## src/rtl/bpar_pkg.sv

```systemverilog
package bpar_pkg;
  localparam int unsigned LANE_W = 8;

  typedef enum logic {
    CYC_IDLE = 1'b0,
    CYC_DATA = 1'b1
  } cyc_state_e;
endpackage

```

## src/rtl/bpar_lane.sv

```systemverilog
module bpar_lane #(
  parameter int unsigned W = bpar_pkg::LANE_W
) (
  input  logic [W-1:0] lane_bits,
  output logic         even_bit
);
  always_comb begin
    even_bit = 1'b0;
    for (int unsigned k = 0; k < W; k++) begin
      even_bit = even_bit ^ lane_bits[k];
    end
  end
endmodule

```

## src/rtl/bpar_cycle_tracker.sv

```systemverilog
module bpar_cycle_tracker
  import bpar_pkg::*;
(
  input  logic clk,
  input  logic rst_n,
  input  logic cyc_start,
  input  logic is_write,
  input  logic ready,
  output logic data_phase,
  output logic cyc_is_wr,
  output logic rd_done
);
  cyc_state_e state_q, state_d;
  logic       wr_q, wr_d, wr_en;

  always_comb begin
    state_d = state_q;
    wr_d    = wr_q;
    wr_en   = 1'b0;
    unique case (state_q)
      CYC_IDLE: begin
        if (cyc_start) begin
          state_d = CYC_DATA;
          wr_d    = is_write;
          wr_en   = 1'b1;
        end
      end
      CYC_DATA: begin
        if (ready) begin
          state_d = CYC_IDLE;
        end
      end
      default: state_d = CYC_IDLE;
    endcase
  end

  always_ff @(posedge clk or negedge rst_n) begin
    if (!rst_n) begin
      state_q <= CYC_IDLE;
      wr_q    <= 1'b0;
    end else begin
      state_q <= state_d;
      if (wr_en) begin
        wr_q <= wr_d;
      end
    end
  end

  assign data_phase = (state_q == CYC_DATA);
  assign cyc_is_wr  = wr_q;
  assign rd_done    = data_phase && ready && !wr_q;
endmodule

```

## src/rtl/bpar_lane_mask.sv

```systemverilog
module bpar_lane_mask #(
  parameter int unsigned LANES  = 4,
  parameter int unsigned LANE_W = bpar_pkg::LANE_W
) (
  input  logic [LANES-1:0] byte_en,
  input  logic             size8,
  input  logic             size16,
  output logic [LANES-1:0] lane_mask
);
  localparam int unsigned L8  = (8  + LANE_W - 1) / LANE_W;
  localparam int unsigned L16 = (16 + LANE_W - 1) / LANE_W;

  for (genvar i = 0; i < LANES; i++) begin : g_lane
    logic in8, in16, in_width;
    assign in8  = (i < L8);
    assign in16 = (i < L16);
    always_comb begin
      if (size8) begin
        in_width = in8;
      end else if (size16) begin
        in_width = in16;
      end else begin
        in_width = 1'b1;
      end
    end
    assign lane_mask[i] = byte_en[i] && in_width;
  end
endmodule

```

## src/rtl/bpar_read_check.sv

```systemverilog
module bpar_read_check #(
  parameter int unsigned DATA_W = 32,
  parameter int unsigned LANE_W = bpar_pkg::LANE_W
) (
  input  logic                     clk,
  input  logic                     rst_n,
  input  logic                     capture,
  input  logic [DATA_W-1:0]        rd_data,
  input  logic [DATA_W/LANE_W-1:0] rd_par,
  input  logic [DATA_W/LANE_W-1:0] lane_mask,
  output logic                     perr_n
);
  localparam int unsigned LANES = DATA_W / LANE_W;

  logic [DATA_W-1:0] cap_data_q;
  logic [LANES-1:0]  cap_par_q, cap_mask_q, calc_par, mismatch;
  logic              cap_vld_q, cap_vld_d;

  assign cap_vld_d = capture;

  always_ff @(posedge clk or negedge rst_n) begin
    if (!rst_n) begin
      cap_vld_q <= 1'b0;
    end else begin
      cap_vld_q <= cap_vld_d;
    end
  end

  always_ff @(posedge clk) begin
    if (capture) begin
      cap_data_q <= rd_data;
      cap_par_q  <= rd_par;
      cap_mask_q <= lane_mask;
    end
  end

  for (genvar i = 0; i < LANES; i++) begin : g_chk
    bpar_lane #(.W(LANE_W)) u_lane (
      .lane_bits (cap_data_q[i*LANE_W +: LANE_W]),
      .even_bit  (calc_par[i])
    );
    assign mismatch[i] = (calc_par[i] != cap_par_q[i]) && cap_mask_q[i];
  end

  assign perr_n = !(cap_vld_q && (|mismatch));
endmodule

```

## src/rtl/bus_parity_unit.sv

```systemverilog
module bus_parity_unit #(
  parameter int unsigned DATA_W = 32,
  parameter int unsigned LANE_W = bpar_pkg::LANE_W,
  localparam int unsigned LANES = DATA_W / LANE_W
) (
  input  logic              clk,
  input  logic              rst_n,
  input  logic              cyc_start,
  input  logic              is_write,
  input  logic              ready,
  input  logic [LANES-1:0]  byte_en,
  input  logic              size8,
  input  logic              size16,
  input  logic [DATA_W-1:0] wr_data,
  output logic [LANES-1:0]  wr_par,
  output logic              wr_par_oe,
  input  logic [DATA_W-1:0] rd_data,
  input  logic [LANES-1:0]  rd_par,
  output logic [DATA_W-1:0] req_data,
  output logic              perr_n
);
  logic             data_phase, cyc_is_wr, rd_done;
  logic [LANES-1:0] lane_mask;

  bpar_cycle_tracker u_trk (
    .clk        (clk),
    .rst_n      (rst_n),
    .cyc_start  (cyc_start),
    .is_write   (is_write),
    .ready      (ready),
    .data_phase (data_phase),
    .cyc_is_wr  (cyc_is_wr),
    .rd_done    (rd_done)
  );

  for (genvar i = 0; i < LANES; i++) begin : g_wr
    bpar_lane #(.W(LANE_W)) u_lane (
      .lane_bits (wr_data[i*LANE_W +: LANE_W]),
      .even_bit  (wr_par[i])
    );
  end

  assign wr_par_oe = data_phase && cyc_is_wr;

  bpar_lane_mask #(.LANES(LANES), .LANE_W(LANE_W)) u_mask (
    .byte_en   (byte_en),
    .size8     (size8),
    .size16    (size16),
    .lane_mask (lane_mask)
  );

  bpar_read_check #(.DATA_W(DATA_W), .LANE_W(LANE_W)) u_chk (
    .clk       (clk),
    .rst_n     (rst_n),
    .capture   (rd_done),
    .rd_data   (rd_data),
    .rd_par    (rd_par),
    .lane_mask (lane_mask),
    .perr_n    (perr_n)
  );

  assign req_data = rd_data;
endmodule

```

## config.mk

```make
export PLATFORM = sky130hd
export DESIGN_NAME = bus_parity_unit
export DESIGN_NICKNAME = d
export VERILOG_FILES = /design/src/rtl/bpar_pkg.sv /design/src/rtl/bpar_lane.sv /design/src/rtl/bpar_cycle_tracker.sv /design/src/rtl/bpar_lane_mask.sv /design/src/rtl/bpar_read_check.sv /design/src/rtl/bus_parity_unit.sv
export SDC_FILE = /design/constraint.sdc
export NUM_CORES = 1
export LEC_CHECK = 0
export BUFFER_PORTS_ARGS = -buffer_cell sky130_fd_sc_hd__buf_2
export CORE_ASPECT_RATIO = 1.5
export CORE_UTILIZATION = 49
export DETAILED_ROUTE_END_ITERATION = 10
export MAX_ROUTING_LAYER = met4
export PLACE_DENSITY = 0.82
export SLEW_MARGIN = 10
export SYNTH_ARGS = -nofsm -noshare
export SYNTH_HDL_FRONTEND = slang
export SYNTH_SLANG_ARGS = --single-unit
export TNS_END_PERCENT = 5
```

## constraint.sdc

```tcl
create_clock -name clk -period 5 [get_ports clk]
set_clock_uncertainty 0.15 [all_clocks]
set_input_delay 0.25 -clock clk [delete_from_list [all_inputs] [get_ports clk]]
set_output_delay 0.25 -clock clk [all_outputs]
set_load 0.05 [all_outputs]
```

# [Yosys cells after proc, flatten, opt, wreduce, memory -nomap -nowiden]
# Cells that the tools add are included.
[word_totals] out_inout_bits=38 regBits=43
[op_classes] reduce_logical=15 n_bitwise=57 eq_ne=4 n_mux=7
[op_table] op="$xor A1 B1 Y1" count=56
[op_table] op="$logic_and A1 B1 Y1" count=11
[op_table] op="$mux W1" count=6
[op_table] op="$ne A1 B1 Y1" count=4
[op_table] op="$reduce_or A4 Y1" count=1
[op_table] op="$reduce_and A3 Y1" count=1
[op_table] op="$logic_not A1 Y1" count=2
[op_table] op="$pmux W1 S2" count=1
[op_table] op="$not A1 Y1" count=1

# [Longest topological paths before layout]
[depth] word_depth=12 ltp_mapped=4

# [Modules after synthesis]
# A second synthesis with hierarchy kept.
[unflattened] hier_cells=149 hier_area_um2=2143.3
[modules_own_cells] mod="bpar_read_check" seq_area_each_um2=1226.2 area_per_inst_um2=1283.7 n_inst=1 cells_each=48
[modules_own_cells] mod="bpar_lane" seq_area_each_um2=0.0 area_per_inst_um2=61.3 n_inst=8 cells_each=7
[modules_own_cells] mod="bus_parity_unit" seq_area_each_um2=0.0 area_per_inst_um2=246.5 n_inst=1 cells_each=33
[modules_own_cells] mod="bpar_cycle_tracker" seq_area_each_um2=50.0 area_per_inst_um2=93.8 n_inst=1 cells_each=8
[modules_own_cells] mod="bpar_lane_mask" seq_area_each_um2=0.0 area_per_inst_um2=28.8 n_inst=1 cells_each=4

# [Worst setup path after synthesis]
# No wires, ideal clock.
[synth_path] kind="reg-to-reg" from="register u_trk.state_q (netlist: u_trk.data_phase)" to="register u_chk.cap_data_q[0] (enable)" stages_incl_launch_ff=3 arrival_time_ns=2.132 period_less_slack_ns=2.721 n_path_buf=0 slack_ns=2.279 cell_sequence="dfrtp_1 -> nand2_1 -> nor2_1"
[synth_via] elab_chain_cells=2
[synth_rtl] item="start: declaration" line="bpar_cycle_tracker.sv:13" text="cyc_state_e state_q, state_d;"
[synth_rtl] item="start signal: assignment" line="bpar_cycle_tracker.sv:42" text="state_q <= state_d;"
[synth_rtl] item="$logic_and A1 B1 Y1 (2 in a row)" line="bpar_cycle_tracker.sv:51" text="assign rd_done = data_phase && ready && !wr_q;"
[synth_rtl] item="via rd_done" line="bus_parity_unit.sv:22" text="logic data_phase, cyc_is_wr, rd_done;"
[synth_rtl] item="end signal: assignment" line="bpar_read_check.sv:31" text="cap_data_q <= rd_data;"
[synth_rtl] item="end: declaration" line="bpar_read_check.sv:15" text="logic [DATA_W-1:0] cap_data_q;"
# The timed path passes the listed nets, and every way through them passes these cells.
# A chain may end at the register's enable or synchronous reset.

# [Final worst setup path]
[layout_path] from="register u_chk.cap_data_q[27]" to="output perr_n"
[layout_via] elab_chain_cells=10
[layout_rtl] item="$xor A1 B1 Y1 (5 in a row)" line="bpar_lane.sv:10" text="even_bit = even_bit ^ lane_bits[k];"
[layout_rtl] item="$ne A1 B1 Y1" line="bpar_read_check.sv:42" text="assign mismatch[i] = (calc_par[i] != cap_par_q[i]) && cap_mask_q[i];"
[layout_rtl] item="$logic_and A1 B1 Y1" line="bpar_read_check.sv:42"
[layout_rtl] item="$reduce_or A4 Y1" line="bpar_read_check.sv:45" text="assign perr_n = !(cap_vld_q && (|mismatch));"
[layout_rtl] item="$logic_and A1 B1 Y1" line="bpar_read_check.sv:45"
[layout_rtl] item="$logic_not A1 Y1" line="bpar_read_check.sv:45"
[layout_rtl] item="end: declaration" line="bus_parity_unit.sv:20" text="output logic perr_n"
# No other way between the ends.

==> impl_metrics.csv <==
group,metric,value,unit
timing,rsz0062_at_grt,"false",
global_route,track_usage,0.186,
place,gpl.final_weighted_congestion,0.674,
setup_path,crit_arrival,2060,ps
timing,max_slew.worst_pin.slew,1110,ps
floorplanning,floorplan.die_area,0.00487,sq mm
routing,route.detailed.drc,4,
clock_tree,cts_made_buffers,5,
clock_tree,clk-insertion-delay-late,290,ps
floorplanning,row_count,29,
logic_synthesis,synth-main-ff-cell,"edfxtp_1",
logic_synthesis,yosys_register_bits,43,
status,failing_checks,"DRC",
floorplanning,die-height,85.0,um
global_route,grt.overflow.total,0,
clock_tree,cts_tree,"done",
pwr,leakage,0.00138,uW
setup_path,path_class,"reg -> out",
clock_tree,clkTransAtPathRegs,70,ps
routing,drt-wirelength-per-cell,13.3,um
clock_tree,cts-resized-gates,0,
clock_tree,htreeDepth,2,
min_path,hold_path_class,"in -> reg",
timing,setup_viol,0,
setup_path,path_max_fanout,1,
floorplanning,io_pins,117,
routing,drt-vias-per-instance,4.73,
layout,layout-drive-gt1-share,0.466,
global_route,number_of_global_route_vias_before_repair,1528,
logic_synthesis,netlist_instances,153,
setup_path,slowest_stage,"xnor3_2",
logic_synthesis,syn_area_per_cell,14.7,sq um
layout,filler_cell_count,298,
layout,flow.area_growth_from_synthesis,37.5,%
floorplanning,initial_core_utilization,0.521,
global_route,initial_antenna_violation_count,0,
layout,layout.area.seq,0.00128,sq mm
logic_synthesis,async_flop_share,0.0698,
timing,period_minus_slack,2460,ps
logic_synthesis,syn-cell-area,0.00225,sq mm
place,io_buffers,116,
routing,via_total_after_detailed_routing,1528,
global_route,largest_net_degree_at_the_start_of_global_routing,42,
floorplanning,die_w,57.3,um
clock_tree,cts_num_sinks,43,
routing,drt-total-wl,4290,um
setup_path,crit_required,4600,ps
layout,fin_nets,355,
status,outcome,"finished with violations",
timing,hold_viol,0,
timing,max_slew_margin,0.259,
setup_path,max_stage_delay,440,ps
clock_tree,clock-root-buffer,"clkbuf_8",
logic_synthesis,synthDominantCellAreaShare,0.534,
layout,antenna_cells_inserted,0,
routing,detail_route.first_pass.iterations,7,
timing,finalHoldWorstSlack,17.5,ps
layout,post-route-util,0.716,
timing,slew_viol_final,0,
run,max_cap_violations,0,
logic_synthesis,yosys-top-cells-count,"edfxtp_1, buf_4, xnor2_1",
pwr,p_total,1000,uW
timing,timing.final.crit_share,0.492,
timing,timing.setup.tns,0,ps
setup_path,critical_path.startpoint_type,"register",
layout,area_of_the_multi_input_gates,696,sq um
timing,fmax,407,MHz
pwr,cellPowerDensity,324,mW/mm^2
logic_synthesis,synth-edff-count,40,
setup_path,cp-end-kind,"output port",
global_route,grt_pass1_wl,6420,um
logic_synthesis,largest_area_contributor_in_the_synthesized_netlist,"edfxtp_1",
pwr,vdd_ir_drop_max,235,uV
clock_tree,cts_buffer_depth,2,
setup_path,path_cells,"xor2_1, xnor3_2, mux2i_1, o41ai_2, buf_2",
place,detailedPlacementHpwl,2880,um
routing,antenna_left,0,
logic_synthesis,synth_nets,232,
logic_synthesis,post_synth_main_area_contributors,"edfxtp_1, xnor2_1, buf_4",
logic_synthesis,synthesis.yosys.warnings,0,
clock_tree,post-cts-setup-buffers,0,
logic_synthesis,yosys.cell_types.count,20,
routing,count_of_routing_violations_after_the_opening_detailed_route_iteration,39,
logic_synthesis,synth_sequential_area_ratio,0.567,
logic_synthesis,yosys.cell_count.top_type,"edfxtp_1",
floorplanning,placeableCoreArea,0.00432,sq mm
## power by group
part	switching, uW	internal (uW)	leakage [uW]
Clock	112	146	0.0000556
Sequential	11.6	423	0.000404
Combinational	181	128	0.000923
Total	305	697	0.00138
## per-layer routing
metal	wire length, um	track usage	up-vias
li1	-	-	730
met1	1400	0.162	713
met2	2490	0.348	73
met3	275	0.0549	12
met4	131	0.0931	0
met5	0	-	-
## area by class of cell
class,count,area share
Sequential cell,43,0.413
Timing Repair Buffer,152,0.304
Clock inverter,3,0.0125
Multi-Input combinational cell,70,0.225
Inverter,4,0.00485
Tap cell,46,0.0186
Clock buffer,5,0.0222
## final timing paths
kind | start | to | slack (ps) | cells after the start
max | u_chk.cap_data_q[27] | perr_n | 2540 | 5
min | rd_data[8] | u_chk.cap_data_q[8] | 20 | 1
max reg2reg | u_trk.data_phase | u_chk.cap_par_q[3] | 3110 | 2
min reg2reg | u_trk.data_phase | u_trk.data_phase | 430 | 1
max in group asynchronous | rst_n | u_chk.cap_vld_q | 4460 | 2
min in group asynchronous | rst_n | u_trk.cyc_is_wr | 120 | 2
## kinds of logic (layout without fill, tap and decap cells)
kind of cell	after synthesis	after routing	share of synthesized area
flops	43	43	0.567
mux	5	5	0.0228
xor+xnor	48	48	0.236
buf+inv	40	164	0.127
simple gates	15	15	0.0362
compound gates	2	2	0.0106
## placed cells by master (no fill, tap or decap), drive strengths merged
| master | Yosys | routed |
|---|---|---|
| buf | 36 | 116 |
| clkinv | 0 | 2 |
| nand2 | 5 | 5 |
| bufinv | 0 | 1 |
| clkbuf | 0 | 5 |
| and2 | 1 | 1 |
| nand2b | 1 | 1 |
| dlygate4sd3 | 0 | 36 |
| inv | 4 | 4 |
| mux2 | 1 | 1 |
| edfxtp | 40 | 40 |
| a21o | 1 | 1 |
| nor2b | 2 | 2 |
| dfrtp | 3 | 3 |
| xnor2 | 32 | 32 |
| mux2i | 4 | 4 |
| or2 | 3 | 3 |
| xor2 | 8 | 8 |
| nor3b | 2 | 2 |
| o41ai | 1 | 1 |
| nor2 | 1 | 1 |
| xnor3 | 8 | 8 |
## registers in the layout (all words and copies together), names as in the netlist
signal,cells
u_chk.cap_mask_q,4
u_chk.cap_vld_q,1
u_trk.cyc_is_wr,1
u_chk.cap_data_q,32
u_trk.data_phase,1
u_chk.cap_par_q,4
## through the flow
stage,cell area [sq um],cells,worst slack [ps]
CTS,3080,322,2510
floorplan,2250,153,2280
global placement,2630,279,2870
finish,3090,323,2540
global route,3090,323,2370
detailed placement,2630,279,2840
## worst max-delay path: cells and delay by family, from the launching register on
| family | cells | cell delay, ps |
|---|---|---|
| buf+inv | 1 | 320 |
| compound gates | 1 | 330 |
| mux | 1 | 140 |
| xor+xnor | 2 | 610 |
| flops | 1 | 380 |
## repair_timing
| action | 4_1_cts | 5_1_grt |
|---|---|---|
| hold buffers | 35 | 1 |
| endpoints found under the setup margin | 0 | 0 |
| hold endpoints to repair | 37 | 1 |
Power figures use the tool's default switching activity.
